## config.mk

```make
export PLATFORM = sky130hd
export DESIGN_NAME = tlb_hit_cmp
export DESIGN_NICKNAME = d
export VERILOG_FILES = /design/src/rtl/tlbhc_pkg.sv /design/src/rtl/tlbhc_store.sv /design/src/rtl/tlbhc_match.sv /design/src/rtl/tlbhc_pick.sv /design/src/rtl/tlb_hit_cmp.sv
export SDC_FILE = /design/constraint.sdc
export NUM_CORES = 1
export LEC_CHECK = 0
export ABC_AREA = 1
export BUFFER_PORTS_ARGS = -buffer_cell sky130_fd_sc_hd__buf_2
export CORE_ASPECT_RATIO = 1.2
export CORE_MARGIN = 2
export CORE_UTILIZATION = 36
export CTS_CLUSTER_DIAMETER = 30
export DETAILED_ROUTE_END_ITERATION = 10
export GPL_TIMING_DRIVEN = 0
export MAX_ROUTING_LAYER = met4
export SKIP_CTS_REPAIR_TIMING = 1
export SYNTH_ARGS = -nofsm -noshare
export SYNTH_HDL_FRONTEND = slang
export SYNTH_SLANG_ARGS = --single-unit
```

## constraint.sdc

```tcl
create_clock -name clk -period 3.85 [get_ports clk]
set_clock_uncertainty 0.2 [all_clocks]
set_input_delay 0.1925 -clock clk [delete_from_list [all_inputs] [get_ports clk]]
set_output_delay 0.1925 -clock clk [all_outputs]
set_load 0.02 [all_outputs]
```

## src/rtl/tlbhc_pkg.sv

```systemverilog
package tlbhc_pkg;
  localparam int unsigned DEF_ENTRIES    = 8;
  localparam int unsigned DEF_LEVELS     = 4;
  localparam int unsigned DEF_LVL_BITS   = 9;
  localparam int unsigned DEF_NAPOT_BITS = 4;
  localparam int unsigned DEF_ASID_W     = 16;
endpackage

```

## src/rtl/tlbhc_store.sv

```systemverilog
module tlbhc_store #(
  parameter int unsigned ENTRIES = 8,
  parameter int unsigned VPN_W   = 36,
  parameter int unsigned ASID_W  = 16,
  parameter int unsigned LVL_W   = 2,
  localparam int unsigned IDX_W  = $clog2(ENTRIES)
) (
  input  logic                             clk,
  input  logic                             rst,
  input  logic                             flush,
  input  logic                             wr_en,
  input  logic [IDX_W-1:0]                 wr_idx,
  input  logic [VPN_W-1:0]                 wr_vpn,
  input  logic [ASID_W-1:0]                wr_asid,
  input  logic [LVL_W-1:0]                 wr_level,
  input  logic                             wr_napot,
  input  logic                             wr_global,
  output logic [ENTRIES-1:0]               e_valid,
  output logic [ENTRIES-1:0][VPN_W-1:0]    e_vpn,
  output logic [ENTRIES-1:0][ASID_W-1:0]   e_asid,
  output logic [ENTRIES-1:0][LVL_W-1:0]    e_level,
  output logic [ENTRIES-1:0]               e_napot,
  output logic [ENTRIES-1:0]               e_global
);
  for (genvar i = 0; i < ENTRIES; i++) begin : g_ent
    logic sel;
    assign sel = wr_en && !flush && (wr_idx == IDX_W'(i));

    always_ff @(posedge clk) begin
      if (rst || flush) e_valid[i] <= 1'b0;
      else if (sel)     e_valid[i] <= 1'b1;
    end

    always_ff @(posedge clk) begin
      if (sel) begin
        e_vpn[i]    <= wr_vpn;
        e_asid[i]   <= wr_asid;
        e_level[i]  <= wr_level;
        e_napot[i]  <= wr_napot;
        e_global[i] <= wr_global;
      end
    end
  end
endmodule

```

## src/rtl/tlbhc_match.sv

```systemverilog
module tlbhc_match #(
  parameter int unsigned VPN_W      = 36,
  parameter int unsigned ASID_W     = 16,
  parameter int unsigned LVL_W      = 2,
  parameter int unsigned LVL_BITS   = 9,
  parameter int unsigned NAPOT_BITS = 4
) (
  input  logic              ent_valid,
  input  logic [VPN_W-1:0]  ent_vpn,
  input  logic [ASID_W-1:0] ent_asid,
  input  logic [LVL_W-1:0]  ent_level,
  input  logic              ent_napot,
  input  logic              ent_global,
  input  logic [VPN_W-1:0]  q_vpn,
  input  logic [ASID_W-1:0] q_asid,
  output logic              hit
);
  logic [VPN_W-1:0] keep;
  logic             tag_ok;
  logic             asid_ok;

  // One shared mask: level fields first, then the 64KB low bits on top.
  always_comb begin
    for (int b = 0; b < VPN_W; b++) begin
      keep[b] = (b >= int'(LVL_BITS) * int'(ent_level)) &&
                !(ent_napot && (b < int'(NAPOT_BITS)));
    end
  end

  assign tag_ok  = ((ent_vpn ^ q_vpn) & keep) == '0;
  assign asid_ok = ent_global || (ent_asid == q_asid);
  assign hit     = ent_valid && tag_ok && asid_ok;
endmodule

```

## src/rtl/tlbhc_pick.sv

```systemverilog
module tlbhc_pick #(
  parameter int unsigned ENTRIES = 8,
  localparam int unsigned IDX_W  = $clog2(ENTRIES)
) (
  input  logic [ENTRIES-1:0] vec,
  output logic [IDX_W-1:0]   idx,
  output logic               any,
  output logic               multi
);
  always_comb begin
    idx = '0;
    for (int i = ENTRIES - 1; i >= 0; i--) begin
      if (vec[i]) idx = IDX_W'(i);
    end
  end

  assign any   = |vec;
  assign multi = |(vec & (vec - {{(ENTRIES-1){1'b0}}, 1'b1}));
endmodule

```

## src/rtl/tlb_hit_cmp.sv

```systemverilog
module tlb_hit_cmp
  import tlbhc_pkg::*;
#(
  parameter int unsigned ENTRIES    = DEF_ENTRIES,
  parameter int unsigned LEVELS     = DEF_LEVELS,
  parameter int unsigned LVL_BITS   = DEF_LVL_BITS,
  parameter int unsigned NAPOT_BITS = DEF_NAPOT_BITS,
  parameter int unsigned ASID_W     = DEF_ASID_W,
  localparam int unsigned VPN_W     = LEVELS * LVL_BITS,
  localparam int unsigned LVL_W     = $clog2(LEVELS),
  localparam int unsigned IDX_W     = $clog2(ENTRIES)
) (
  input  logic               clk,
  input  logic               rst,
  input  logic               flush,
  input  logic               wr_en,
  input  logic [IDX_W-1:0]   wr_idx,
  input  logic [VPN_W-1:0]   wr_vpn,
  input  logic [ASID_W-1:0]  wr_asid,
  input  logic [LVL_W-1:0]   wr_level,
  input  logic               wr_napot,
  input  logic               wr_global,
  input  logic               lk_req,
  input  logic [VPN_W-1:0]   lk_vpn,
  input  logic [ASID_W-1:0]  lk_asid,
  output logic [ENTRIES-1:0] hit_vec,
  output logic [IDX_W-1:0]   hit_idx,
  output logic               hit_any,
  output logic               multi_hit
);
  logic [ENTRIES-1:0]             e_valid;
  logic [ENTRIES-1:0][VPN_W-1:0]  e_vpn;
  logic [ENTRIES-1:0][ASID_W-1:0] e_asid;
  logic [ENTRIES-1:0][LVL_W-1:0]  e_level;
  logic [ENTRIES-1:0]             e_napot;
  logic [ENTRIES-1:0]             e_global;
  logic [ENTRIES-1:0]             raw_hit;
  logic [ENTRIES-1:0]             req_hit;
  logic [IDX_W-1:0]               pick_idx;
  logic                           pick_any;
  logic                           pick_multi;

  tlbhc_store #(
    .ENTRIES(ENTRIES), .VPN_W(VPN_W), .ASID_W(ASID_W), .LVL_W(LVL_W)
  ) u_store (
    .clk(clk), .rst(rst), .flush(flush),
    .wr_en(wr_en), .wr_idx(wr_idx), .wr_vpn(wr_vpn), .wr_asid(wr_asid),
    .wr_level(wr_level), .wr_napot(wr_napot), .wr_global(wr_global),
    .e_valid(e_valid), .e_vpn(e_vpn), .e_asid(e_asid),
    .e_level(e_level), .e_napot(e_napot), .e_global(e_global)
  );

  for (genvar i = 0; i < ENTRIES; i++) begin : g_cmp
    tlbhc_match #(
      .VPN_W(VPN_W), .ASID_W(ASID_W), .LVL_W(LVL_W),
      .LVL_BITS(LVL_BITS), .NAPOT_BITS(NAPOT_BITS)
    ) u_match (
      .ent_valid(e_valid[i]), .ent_vpn(e_vpn[i]), .ent_asid(e_asid[i]),
      .ent_level(e_level[i]), .ent_napot(e_napot[i]),
      .ent_global(e_global[i]),
      .q_vpn(lk_vpn), .q_asid(lk_asid), .hit(raw_hit[i])
    );
  end

  assign req_hit = lk_req ? raw_hit : '0;

  tlbhc_pick #(.ENTRIES(ENTRIES)) u_pick (
    .vec(req_hit), .idx(pick_idx), .any(pick_any), .multi(pick_multi)
  );

  always_ff @(posedge clk) begin
    if (rst) begin
      hit_vec   <= '0;
      hit_idx   <= '0;
      hit_any   <= 1'b0;
      multi_hit <= 1'b0;
    end else begin
      hit_vec   <= req_hit;
      hit_idx   <= pick_idx;
      hit_any   <= pick_any;
      multi_hit <= pick_multi;
    end
  end
endmodule

```

==> reports/qor.csv <==
metric,value,unit
run status,finished clean,
Storage cell area,13900,um^2
Post-Place Setup Slack,1170,ps
Total Nets Final,2438,
I/O pin total,129,
Slew Limit Fails,0,
total standard cell area after synthesis,21600,um^2
total negative setup slack,0,ps
total of endpoints with negative setup slack in the final report,0,
RSZ-0062 raised after global routing,false,
effective utilization at floorplan,36.3,%
detailed-route vias per instance,4.48,
mean instance size in the synthesized netlist,10.4,um^2
buffer depth of the longest clock path,3,
count of buffers from port buffering,79,
detailed-routing iteration count for the pre-antenna-repair pass,5,
post-synthesis cell count,2075,
total cell area at the placement stage,23400,um^2
remaining max-slew budget at the tightest pin,34.8,%
share of final-layout standard cells stronger than drive strength 1,15.6,%
die footprint,62000,um^2
yosys synthesis warning count,0,
"most common cell after layout, fill and taps aside",sky130_fd_sc_hd__nand2_1,
post-synthesis cell type count,39,
top area cells in the synthesized netlist,"sky130_fd_sc_hd__edfxtp_1 (62%), sky130_fd_sc_hd__nand2_1 (11%), sky130_fd_sc_hd__xnor2_1 (4.9%), sky130_fd_sc_hd__nor2_1 (4.0%), sky130_fd_sc_hd__xor2_1 (3.9%)",
area share of the largest cell type after synthesis,62.2,%
residual DRC count,0,
overall die width,228,um
arrival time of data at the critical path endpoint,2720,ps
clock transition at the registers of the reported paths,50,ps
number of buffers added by the clock tree synthesis step,90,
Filler Cells Inserted,5368,
Fmax,380,MHz
Final Cell Area,27200,um^2
static leakage,11.1,nW
clock network latency to the later pin of the worst-skew pair,630,ps
sequential cell area fraction in the yosys report,64.2,%
synthesized netlist net count,2191,
root cell of the clock tree,sky130_fd_sc_hd__clkbuf_16,
total of max-cap violations,0,
Seq cells post-synth,469,
CP Launch Type,input port,
Tightest Hold Check Type,input port to register,
vias in the first global route,14400,
final routed wire length divided by cell count,16.7,um
Total GRT Usage,18.0,%
cell accounting for the most synthesized area,sky130_fd_sc_hd__edfxtp_1,
overall power of the completed layout,14.6,mW
maximum number of pins on one net before global-route repair,28,
Post-Place Cells,2970,
total clock sinks,469,
"Period Utilization, post-route",68.3,%
maximum net fanout on the critical path,24,
relative area change from synthesis to final layout,25.9,%
count of nets left with antenna violations after detail routing,0,
endpoint kind of the worst setup timing path,register,
total number of vias,14400,
number of core rows,98,
final hold vios,0,
starting DRC count in detailed routing,883,
type of the worst setup path,input port to register,
Post-Layout Cell Count,3205,
Final Routed Wirelength,53500,um
number of antenna violations at the first check in global routing,9,
multi-input gate area in the final layout,6400,um^2
routability congestion estimate from global placement,0.860,
maximum vdd ir drop,0.308,mV
worst endpoint required time,3940,ps
final setup slack of the worst path,1220,ps
count of H-tree levels built during CTS,3,
worst slew pin tran,975,ps
total congestion overflow after global routing,0,
post-detailed-placement half-perimeter wirelength,38700,um
global-route wire length before repair,80500,um
"top library cells by usage in the layout, fill and taps aside","sky130_fd_sc_hd__nand2_1 (657), sky130_fd_sc_hd__edfxtp_1 (448), sky130_fd_sc_hd__inv_1 (224)",
Power Dens Cells,535,nW/um^2
TritonCTS clock tree,yes,
shortest clock period the worst path allows after layout,2630,ps
core region area,59500,um^2
Chip Height,272,um
metrics by stage:
step,util [%],hold WS [ps]
floorplan,-,91.4
global placement,38.7,254
detailed placement,39.4,262
CTS,44.7,-404
global route,45.8,85.4
finish,45.8,56.4
registers in the layout, summed over array words and instances, names as in the netlist:
register          cells
hit_any               1
hit_idx               3
hit_vec               8
multi_hit             1
u_store.e_asid      128
u_store.e_global      8
u_store.e_level      16
u_store.e_napot       8
u_store.e_valid       8
u_store.e_vpn       288
final timing paths:
path,startpoint,endpoint,slack (ps),cells after the start
max reg2reg,u_store.e_level[13]$_DFFE_PP_,hit_idx[0]$_SDFF_PP0_,1410,13
min reg2reg,u_store.e_valid[6]$_SDFFE_PP0P_,u_store.e_valid[6]$_SDFFE_PP0P_,270,2
min,lk_vpn[33],hit_vec[2]$_SDFF_PP0_,60,8
max,flush,u_store.e_vpn[187]$_DFFE_PP_,1220,7
critical path: stages:
cell                            delay (ps)
sky130_fd_sc_hd__dlygate4sd3_1         530
sky130_fd_sc_hd__buf_2                 120
sky130_fd_sc_hd__inv_1                 150
sky130_fd_sc_hd__nand3_1               360
sky130_fd_sc_hd__nor2_4                880
sky130_fd_sc_hd__buf_16                250
sky130_fd_sc_hd__buf_12                210
report_power, final:
| group | switching (mW) | internal (mW) | total, mW | leakage (nW) |
|---|---|---|---|---|
| combinational | 0.462 | 0.295 | 0.757 | 5.38 |
| clock | 2.79 | 5.27 | 8.07 | 1.52 |
| sequential | 0.0393 | 5.70 | 5.74 | 4.22 |
synth_stat cells:
library cell               instances
sky130_fd_sc_hd__nand2_1         657
sky130_fd_sc_hd__edfxtp_1        448
sky130_fd_sc_hd__nor2_1          228
sky130_fd_sc_hd__inv_1           224
sky130_fd_sc_hd__xnor2_1         120
sky130_fd_sc_hd__xor2_1           97
sky130_fd_sc_hd__nand3_1          57
sky130_fd_sc_hd__buf_4            41
sky130_fd_sc_hd__inv_2            29
sky130_fd_sc_hd__dfxtp_1          21
sky130_fd_sc_hd__o21ai_0          20
sky130_fd_sc_hd__a21oi_1          19
sky130_fd_sc_hd__nand4_1          15
sky130_fd_sc_hd__o21ai_1          13
sky130_fd_sc_hd__nor3_1           11
sky130_fd_sc_hd__buf_6             9
sky130_fd_sc_hd__nor2_2            9
sky130_fd_sc_hd__or2_1             8
sky130_fd_sc_hd__o22ai_1           7
sky130_fd_sc_hd__a21oi_2           5
sky130_fd_sc_hd__nand2_2           5
sky130_fd_sc_hd__nand3_2           5
sky130_fd_sc_hd__or2_0             5
sky130_fd_sc_hd__inv_4             3
sky130_fd_sc_hd__or2_2             3
sky130_fd_sc_hd__and2_1            2
sky130_fd_sc_hd__o21bai_1          2
sky130_fd_sc_hd__a211oi_1          1
sky130_fd_sc_hd__a21oi_4           1
sky130_fd_sc_hd__and3b_1           1
sky130_fd_sc_hd__buf_2             1
sky130_fd_sc_hd__clkbuf_1          1
sky130_fd_sc_hd__clkinv_1          1
sky130_fd_sc_hd__clkinv_2          1
sky130_fd_sc_hd__nand2b_1          1
sky130_fd_sc_hd__nor2_4            1
sky130_fd_sc_hd__nor3_2            1
sky130_fd_sc_hd__o211ai_1          1
sky130_fd_sc_hd__o21a_1            1
per-layer routing:
layer / track usage, % / share of wire [%] / vias up
met3: 3.71 / 5.1 / 103
met4: 7.33 / 3.0 / 0
li1: - / - / 7172
met1: 20.2 / 41 / 6710
met2: 30.9 / 51 / 366
met5: - / 0 / -
final cells by class:
class	count	area share, %
inverter	258	3.59
antenna	8	0.0735
buffer	52	1.54
sequential	469	51.0
tap	800	3.68
clock buffer	97	8.44
timing repair buffer	155	4.97
clock inverter	70	3.21
multi-input combinational	1296	23.5
logic make-up after synthesis:
family,count (synthesis),synth area share [%]
AOI/OAI and AO/OA,70,1.86
and+or+nand+nor,1009,18.7
DFF,469,64.2
xor gates and xnor gates,217,8.79
buffers and inverters,310,6.45
(Power assumes the default switching activity.)
